[src/rtl/rst_vec_pkg.sv]
package rst_vec_pkg;
  localparam int SRC_N    = 8;
  localparam int SRC_IW   = $clog2(SRC_N);
  localparam int BUS_W    = 8;
  // Fixed bits of the restart opcode and where the index lands in it
  localparam logic [BUS_W-1:0] OP_BASE = 8'hC7;
  localparam int               OP_LSB  = 3;
endpackage

[src/rtl/ack_tracker.sv]
module ack_tracker (
  input  logic clk,
  input  logic rst_n,
  input  logic ack_n,
  output logic ack_on,
  output logic ack_rise,
  output logic ack_idle
);
  logic ack_q;

  always_ff @(posedge clk or negedge rst_n) begin
    if (!rst_n) ack_q <= 1'b1;
    else        ack_q <= ack_n;
  end

  assign ack_on   = ~ack_n;
  assign ack_rise = ack_n & ~ack_q;
  assign ack_idle = ack_n & ack_q;
endmodule

[src/rtl/pend_bank.sv]
module pend_bank #(
  parameter int N  = 8,
  parameter int IW = $clog2(N)
) (
  input  logic          clk,
  input  logic          rst_n,
  input  logic [N-1:0]  set_vec,
  input  logic          clr_en,
  input  logic [IW-1:0] clr_idx,
  output logic [N-1:0]  pend
);
  for (genvar g = 0; g < N; g++) begin : g_bit
    logic hit;
    assign hit = clr_en && (clr_idx == IW'(g));
    always_ff @(posedge clk or negedge rst_n) begin
      if (!rst_n)   pend[g] <= 1'b0;
      else if (hit) pend[g] <= 1'b0;
      else          pend[g] <= pend[g] | set_vec[g];
    end
  end

  // an acknowledged source is empty on the cycle after its clear
  p_pend_clear_r8: assert property (@(posedge clk) disable iff (!rst_n)
    clr_en |=> !pend[$past(clr_idx)]);
endmodule

[src/rtl/top_prio_enc.sv]
module top_prio_enc #(
  parameter int N  = 8,
  parameter int IW = $clog2(N)
) (
  input  logic [N-1:0]  vec_i,
  output logic [IW-1:0] idx_o,
  output logic          any_o
);
  always_comb begin
    idx_o = '0;
    any_o = 1'b0;
    for (int i = 0; i < N; i++) begin
      if (vec_i[i]) begin
        idx_o = IW'(i);
        any_o = 1'b1;
      end
    end
    // the chosen bit is set and no higher bit is set
    if (any_o) begin
      p_enc_top_r2: assert ((vec_i >> idx_o) == {{(N-1){1'b0}}, 1'b1});
    end
  end
endmodule

[src/rtl/rst_vec_responder.sv]
module rst_vec_responder
  import rst_vec_pkg::*;
#(
  parameter int               N       = SRC_N,
  parameter int               DW      = BUS_W,
  parameter logic [DW-1:0]    BASE_OP = OP_BASE,
  parameter int               IDX_LSB = OP_LSB,
  localparam int              IW      = $clog2(N)
) (
  input  logic          clk,
  input  logic          rst_n,
  input  logic [N-1:0]  dev_req,
  input  logic          ack_n,
  output logic          irq,
  output logic [DW-1:0] bus_data,
  output logic          bus_oe,
  output logic [IW-1:0] sel_idx
);
  logic          ack_on, ack_rise, ack_idle;
  logic [N-1:0]  pend;
  logic [IW-1:0] win_idx, held_idx;
  logic          win_any;

  ack_tracker u_ack (
    .clk(clk), .rst_n(rst_n), .ack_n(ack_n),
    .ack_on(ack_on), .ack_rise(ack_rise), .ack_idle(ack_idle)
  );

  pend_bank #(.N(N), .IW(IW)) u_pend (
    .clk(clk), .rst_n(rst_n), .set_vec(dev_req),
    .clr_en(ack_rise), .clr_idx(held_idx), .pend(pend)
  );

  top_prio_enc #(.N(N), .IW(IW)) u_enc (
    .vec_i(pend), .idx_o(win_idx), .any_o(win_any)
  );

  // Tracks the winner while idle; freezes once acknowledge is low
  always_ff @(posedge clk or negedge rst_n) begin
    if (!rst_n)     held_idx <= '0;
    else if (ack_n) held_idx <= win_idx;
  end

  assign irq      = win_any & ack_idle;
  assign sel_idx  = ack_on ? held_idx : win_idx;
  assign bus_oe   = ack_on;
  assign bus_data = ack_on ? (BASE_OP | (DW'(held_idx) << IDX_LSB)) : '0;

  // opcode form while driven
  p_opcode_form_r3: assert property (@(posedge clk) disable iff (!rst_n)
    bus_oe |-> (bus_data[IDX_LSB +: IW] == sel_idx) &&
               ((bus_data & ~(DW'((1 << IW) - 1) << IDX_LSB)) == BASE_OP));

  // index frozen through a held acknowledge
  p_idx_hold_r7: assert property (@(posedge clk) disable iff (!rst_n)
    (!ack_n && $past(!ack_n)) |-> $stable(sel_idx));

  // request only withdrawn by an acknowledge
  p_irq_persist_r5: assert property (@(posedge clk) disable iff (!rst_n)
    (irq && ack_n) |=> (irq || !ack_n));

  // no request while acknowledge is active
  p_irq_quiet_r6: assert property (@(posedge clk) disable iff (!rst_n)
    !ack_n |-> !irq);
endmodule

[config.mk]
export PLATFORM = sky130hd
export DESIGN_NAME = rst_vec_responder
export DESIGN_NICKNAME = d
export VERILOG_FILES = /design/src/rtl/rst_vec_pkg.sv /design/src/rtl/ack_tracker.sv /design/src/rtl/pend_bank.sv /design/src/rtl/top_prio_enc.sv /design/src/rtl/rst_vec_responder.sv
export SDC_FILE = /design/constraint.sdc
export NUM_CORES = 1
export LEC_CHECK = 0
export ABC_AREA = 1
export BUFFER_PORTS_ARGS = -buffer_cell sky130_fd_sc_hd__buf_2
export CAP_MARGIN = 5
export CORE_AREA = 2 2 39 41
export CTS_CLUSTER_DIAMETER = 30
export CTS_CLUSTER_SIZE = 8
export DETAILED_ROUTE_END_ITERATION = 10
export DIE_AREA = 0 0 41 43
export PLACE_DENSITY = 0.71
export SLEW_MARGIN = 0
export SYNTH_ARGS = -nofsm -noshare
export SYNTH_HDL_FRONTEND = slang
export SYNTH_SLANG_ARGS = --single-unit
export TNS_END_PERCENT = 1
[constraint.sdc]
create_clock -name clk -period 2.21 [get_ports clk]
set_input_delay 0.221 -clock clk [delete_from_list [all_inputs] [get_ports clk]]
set_output_delay 0.221 -clock clk [all_outputs]
set_load 0.1 [all_outputs]
==> flow_metrics.env, run 1 <==
export IMPL_status="complete, no violations"
export IMPL_fp_dieArea_um2=1760
export IMPL_yosys_area_share_adder=0
export IMPL_synth_top_cell_by_area="dfrtp_1"
export IMPL_final_layout_size_suffix_gt1_frac=0.364
export IMPL_endpoint_kind="output port"
export IMPL_top_usage_layer="met2"
export IMPL_track_usage=0.164
export IMPL_path_clk_slew_ns=0.07
export IMPL_insertion_delay_ns=0.27
export IMPL_drc=0
export IMPL_start_kind="flop"
export IMPL_synth_compound_area_share=0.109
export IMPL_tightest_slew_ns=0.485
export IMPL_r2r_end="u_pend.pend[6]"
export IMPL_reg2reg_from="u_ack.ack_q"
export IMPL_synth_top_cells_by_area="dfrtp_1 46%, nor2_1 10%, nand2_1 8.2%"
export IMPL_endpoint="sel_idx[0]"
export IMPL_antenna_found_initial=0
export IMPL_pwr_share_comb=0.330
export IMPL_power_share_clock=0.241
export IMPL_routed_wl_mm=1.17
export IMPL_r2r_slack_ns=1.28
export IMPL_met3_usage=0.0314
export IMPL_vias=539
export IMPL_ys_seq_area_frac=0.505
export IMPL_fin_tns_setup_ns=0
export IMPL_min_from="ack_n"
export IMPL_root_buffer="clkbuf_4"
export IMPL_power_switching_mw=0.232
export IMPL_synth_xor_area_share=0
export IMPL_worstHoldPathCells=1
export IMPL_die_h_um=43
export IMPL_placed_cells=110
export IMPL_max_freq_ghz=0.566
export IMPL_tritoncts="built"
export IMPL_core_area_um2=1380
export IMPL_cap_violations=0
export IMPL_hp_class="in2reg"
export IMPL_yosys_register_bits=12
export IMPL_rsz0062_at_grt="no"
export IMPL_crit_arrival_ns=1.55
export IMPL_initialDrtViolationCount=9
export IMPL_fin_util=0.525
export IMPL_place_gp_congestion=0.903
export IMPL_intPower_mw=0.333
export IMPL_setup_violations=0
export IMPL_syn_area_um2=597
export IMPL_netlist_area_leader_share=0.461
export IMPL_area_delta_synth_final_pct=21.8
export IMPL_powerDensity_nw_per_um2=777
export IMPL_slew_headroom=0.679
export IMPL_port_buffer_count=23
export IMPL_path_max_fanout=3
export IMPL_r2r_cells=4
export IMPL_worstSetupPathType="reg2out"
export IMPL_n_antenna_cell=0
export IMPL_required_ns=1.99
export IMPL_final_nets=111
export IMPL_synth_warnings=0
export IMPL_gr_total_overflow=0
export IMPL_syn_num_nets=88
export IMPL_grt_pass1_vias=461
export IMPL_leakage_nw=0.376
export IMPL_wl_per_cell_um=10.2
export IMPL_num_rows=14
export IMPL_syn_inst=77
export IMPL_peakVddDrop_uv=495
export IMPL_ant_nets=0
export IMPL_viasPerCell=4.69
export IMPL_grt_max_degree=13
export IMPL_cts_max_level=1
export IMPL_slew_violations=0
export IMPL_layout_commonest_cell="buf_2"
export IMPL_grt_use_met2=0.269
export IMPL_cts_setup_buffers=0
export IMPL_yosysUniqueCellTypes=13
export IMPL_crit_start="u_pend.pend[2]"
export IMPL_fin_cells=115
export IMPL_fin_crit_sh=0.800
export IMPL_grt_util_met1=0.182
export IMPL_worst_clock_skew_ns=0.00564
export IMPL_p_sw_frac=0.410
export IMPL_grt_pass1_wl_mm=1.87
export IMPL_muxShareOfSynthArea=0
export IMPL_hpwl_um=953
export IMPL_pin_count=24
export IMPL_seqPwrFrac=0.428
export IMPL_clock_sinks=12
export IMPL_synth_top_family_by_area="simple AND/OR/NAND/NOR gates"
export IMPL_final_cell_mix="23 x buf_2, 15 x nor2_1, 13 x nand2_1, 11 x dfrtp_1, 9 x a21oi_1"
export IMPL_synth_simple_gate_area_frac=0.222
export IMPL_cts_buffers=3
export IMPL_period_needed_ns=1.77
export IMPL_clockBufferDepth=2
export IMPL_initial_core_util=0.431
export IMPL_avgSynthCellArea_um2=7.75
export IMPL_hold_violations=0
export IMPL_drt_first_pass_iters=4
export IMPL_die_x_um=41
==> metrics by stage <==
step / hold WS (ns) / worst slack, ns / cell area (um^2) / power (mW)
after CTS: 0.148 / 0.429 / 727 / 0.573
after floorplan: -0.0746 / 0.127 / 604 / 0.405
after global placement: 0.110 / 0.743 / 691 / 0.431
final: 0.155 / 0.442 / 727 / 0.565
after detailed placement: 0.110 / 0.726 / 691 / 0.433
after global routing: 0.147 / 0.287 / 727 / 0.603
==> cells by family (layout without fill, tap and decap cells) <==
kind of cell / after synthesis / count (layout)
AO/OA/AOI/OAI: 13 / 13
buffers and inverters: 19 / 41
flip-flops: 12 / 12
AND/OR/NAND/NOR: 33 / 33
==> repair_timing <==
action                    CTS  global route
resized for setup           0             0
hold buffers                1             0
hold endpoints to repair   11             0
==> worst max-delay path, stage by stage, from the launching register on <==
cell	delay, ns
dfrtp_1	0.39
inv_2	0.07
nand2_1	0.04
nand2_1	0.05
nand2_1	0.05
nand2_1	0.05
nand2_1	0.04
nand2_1	0.05
nand2_1	0.04
nand2_1	0.07
buf_2	0.42
==> layer usage <==
| layer | share of wire | wire length (um) |
|---|---|---|
| met5 | 0 | 0 |
| met4 | 0.026 | 30 |
| met2 | 0.51 | 598 |
| met1 | 0.40 | 468 |
| met3 | 0.061 | 71 |
==> flip-flops by register name (all words and copies together) (netlist names) <==
register and count:
u_pend.pend 8, held_idx 3, u_ack.ack_q 1
==> cell usage after synthesis <==
cell / instances
nor2_1: 16
nand4_1: 1
buf_6: 1
buf_4: 5
dfrtp_1: 11
o21ai_1: 4
nand2_1: 13
nand3_1: 1
inv_2: 6
a21oi_1: 9
inv_1: 7
dfstp_2: 1
nor2_2: 2
==> worst min-delay path by stage <==
stage | to | slack [ns]
after detailed placement | u_pend.pend[3] | 0.11
final | u_ack.ack_q | 0.15
after floorplan | held_idx[0] | -0.07
after global placement | u_pend.pend[5] | 0.11
after global routing | u_ack.ack_q | 0.15
after CTS | u_ack.ack_q | 0.15
==> final cells by class <==
type                    count  area (um^2)
clock buffers               4         26.3
fillers                   141          657
inverters                  13         48.8
multi-input cells          46          205
flip-flops and latches     12          302
well taps                  16         20.0
repair buffers             24          125
==> power groups by stage <==
stage	clock, mW	combinational (mW)	sequential (mW)
2_1_floorplan	0	0.161	0.244
3_3_place_gp	0	0.185	0.246
3_5_place_dp	0	0.187	0.246
4_1_cts	0.143	0.188	0.242
5_1_grt	0.161	0.198	0.243
6_report	0.136	0.187	0.242
Power figures use the tool's default switching activity.
==> inputs of run 2 (changes only) <==
--- a/config.mk
+++ b/config.mk
@@ -8,11 +8,11 @@
 export ABC_AREA = 1
 export BUFFER_PORTS_ARGS = -buffer_cell sky130_fd_sc_hd__buf_2
 export CAP_MARGIN = 5
-export CORE_AREA = 2 2 39 41
+export CORE_MARGIN = 1
+export CORE_UTILIZATION = 45
 export CTS_CLUSTER_DIAMETER = 30
 export CTS_CLUSTER_SIZE = 8
 export DETAILED_ROUTE_END_ITERATION = 10
-export DIE_AREA = 0 0 41 43
 export PLACE_DENSITY = 0.71
 export SLEW_MARGIN = 0
 export SYNTH_ARGS = -nofsm -noshare
==> constraint.sdc (replaced) <==
create_clock -name clk -period 1.8 [get_ports clk]
set_input_delay 0.18 -clock clk [delete_from_list [all_inputs] [get_ports clk]]
set_output_delay 0.18 -clock clk [all_outputs]
set_load 0.1 [all_outputs]
==> run 2 against run 1 <==
  * Core utilization up 11 points
  * Total power up 31%
  * Worst hold slack worse by 0.038 ns
  * Combinational power up 24%
  * Cell count down 1.7%
  * Wire length up 3.7%
  * Die area down 16%
  * Clock skew down 0.0037 ns
  * Non-clock buffer count unchanged
  * Global-route usage up 4.5 points
  * Largest cell class unchanged
==> flow_metrics.env, run 2 (same netlist as run 1, synthesis figures left out) <==
export IMPL_port_buffer_count=23
export IMPL_path_max_fanout=3
export IMPL_powerDensity_nw_per_um2=998
export IMPL_initial_core_util=0.510
export IMPL_fin_area_um2=741
export IMPL_final_cell_mix="22 x buf_2, 15 x nor2_1, 13 x nand2_1, 11 x dfrtp_1, 9 x a21oi_1"
export IMPL_endpoint_kind="output port"
export IMPL_required_ns=1.62
export IMPL_peakVddDrop_uv=446
export IMPL_root_buffer="clkbuf_4"
export IMPL_regArea_um2=302
export IMPL_cap_violations=0
export IMPL_area_delta_synth_final_pct=24.1
export IMPL_fillers=108
export IMPL_start_kind="flop"
export IMPL_slew_headroom=0.678
export IMPL_clock_sinks=12
export IMPL_r2r_cells=4
export IMPL_intPower_mw=0.447
export IMPL_setup_slack_ns=0.134
export IMPL_cp_slowest_cell="buf_2"
export IMPL_viasPerCell=4.58
export IMPL_routed_wl_mm=1.21
export IMPL_ant_nets=0
export IMPL_status="complete, no violations"
export IMPL_cts_buffers=3
export IMPL_period_needed_ns=1.67
export IMPL_place_gp_congestion=0.850
export IMPL_drt_first_pass_iters=4
export IMPL_p_sw_frac=0.395
export IMPL_worstSetupPathType="reg2out"
export IMPL_track_usage=0.208
export IMPL_hp_class="in2reg"
export IMPL_largest_reg_flops=8
export IMPL_antenna_found_initial=0
export IMPL_worst_clock_skew_ns=0.00195
export IMPL_grt_pass1_vias=492
export IMPL_layout_commonest_cell="buf_2"
export IMPL_die_x_um=38.4
export IMPL_dpl_cell_area_um2=692
export IMPL_vias=518
export IMPL_hold_violations=0
export IMPL_fp_dieArea_um2=1480
export IMPL_max_freq_ghz=0.600
export IMPL_wl_per_cell_um=10.7
export IMPL_fin_util=0.632
export IMPL_leakage_nw=0.384
export IMPL_core_area_um2=1170
export IMPL_r2r_end="u_pend.pend[5]"
export IMPL_slowest_delay_ns=0.43
export IMPL_drc=0
export IMPL_power_share_clock=0.284
export IMPL_rsz0062_at_grt="no"
export IMPL_clockBufferDepth=2
export IMPL_grt_pass1_wl_mm=2.02
export IMPL_cp_cell_sequence="inv_2, nand2_1, a21oi_1, o21ai_1, o21ai_2, buf_2"
export IMPL_initialDrtViolationCount=5
export IMPL_tritoncts="built"
export IMPL_die_h_um=38.4
export IMPL_pwr_share_comb=0.314
export IMPL_pin_count=24
export IMPL_final_layout_size_suffix_gt1_frac=0.384
export IMPL_insertion_delay_ns=0.26
export IMPL_r2r_slack_ns=0.83
export IMPL_multi_input_area_um2=209
export IMPL_crit_start="u_pend.pend[4]"
export IMPL_top_regs="u_pend.pend (8), held_idx (3), u_ack.ack_q (1)"
export IMPL_n_antenna_cell=0
export IMPL_power_switching_mw=0.292
export IMPL_reg2reg_from="u_ack.ack_q"
export IMPL_path_clk_slew_ns=0.08
export IMPL_endpoint="sel_idx[1]"
export IMPL_tightest_slew_ns=0.486
export IMPL_setup_violations=0
export IMPL_fin_crit_sh=0.925
export IMPL_regMostFlops="u_pend.pend"
export IMPL_crit_arrival_ns=1.49
export IMPL_hpwl_um=956
export IMPL_fin_tns_setup_ns=0
export IMPL_slew_violations=0
export IMPL_gr_total_overflow=0
export IMPL_num_rows=12
export IMPL_dp_slack_ns=0.358
export IMPL_seqPwrFrac=0.402
export IMPL_final_nets=111
export IMPL_cts_max_level=1
export IMPL_grt_max_degree=13
-- run 2: cell types whose count changed in the layout (fill, tap and decap cells not counted) --
cell,change
o21ai_1,-1
clkbuf_8,+1
clkbuf_4,+1
clkbuf_1,-1
o21ai_2,+1
buf_2,-1
-- run 2: worst max-delay path: cells and delay by family (launching register included) --
family                 cells  cell delay (ns)
flip-flops                 1             0.39
AO/OA/AOI/OAI              3             0.26
AND/OR/NAND/NOR            1             0.05
buffers and inverters      2             0.51
-- run 2: timing repair --
action / CTS / global route
gates resized for setup: 0 / 1
hold endpoints to repair: 11 / 0
buffers inserted: 0 / 0
hold buffers: 1 / 0
setup endpoints to repair: 0 / 1
-- run 2: cell type report --
class / instances / share of cell area
Sequential cell: 12 / 0.407
Clock buffer: 4 / 0.0490
Inverter: 13 / 0.0659
Multi-Input combinational cell: 46 / 0.282
Tap cell: 14 / 0.0236
Timing Repair Buffer: 24 / 0.172
-- run 2: routing by layer --
layer  up-vias  track usage  part of all wire
met2        14        0.356              0.49
met1       228        0.240              0.45
met3         4       0.0523             0.049
met5         -            0                 0
met4         0        0.103             0.017
li1        272            -                 -
-- run 2: worst min path at each step --
| stage | startpoint | end | depth (start not counted) |
|---|---|---|---|
| after floorplan | rst_n | held_idx[0] | 0 |
| after global placement | rst_n | u_pend.pend[0] | 1 |
| after detailed placement | rst_n | u_pend.pend[0] | 1 |
| after CTS | ack_n | u_ack.ack_q | 1 |
| after global routing | ack_n | u_ack.ack_q | 1 |
| final | ack_n | u_ack.ack_q | 1 |
-- run 2: through the flow --
| stage | power, mW | hold WS [ns] | instances |
|---|---|---|---|
| global placement | 0.530 | 0.0689 | 108 |
| CTS | 0.743 | 0.114 | 113 |
| finish | 0.739 | 0.117 | 113 |
| detailed placement | 0.533 | 0.0715 | 108 |
| global route | 0.773 | 0.108 | 113 |
| floorplan | 0.498 | -0.116 | 77 |
-- run 2: power groups by stage --
stage               clock network (mW)  logic [mW]  registers, mW
detailed placement                   0       0.231          0.302
CTS                              0.213       0.233          0.297
floorplan                            0       0.199          0.300
global route                     0.228       0.246          0.299
global placement                     0       0.229          0.302
finish                           0.210       0.232          0.297
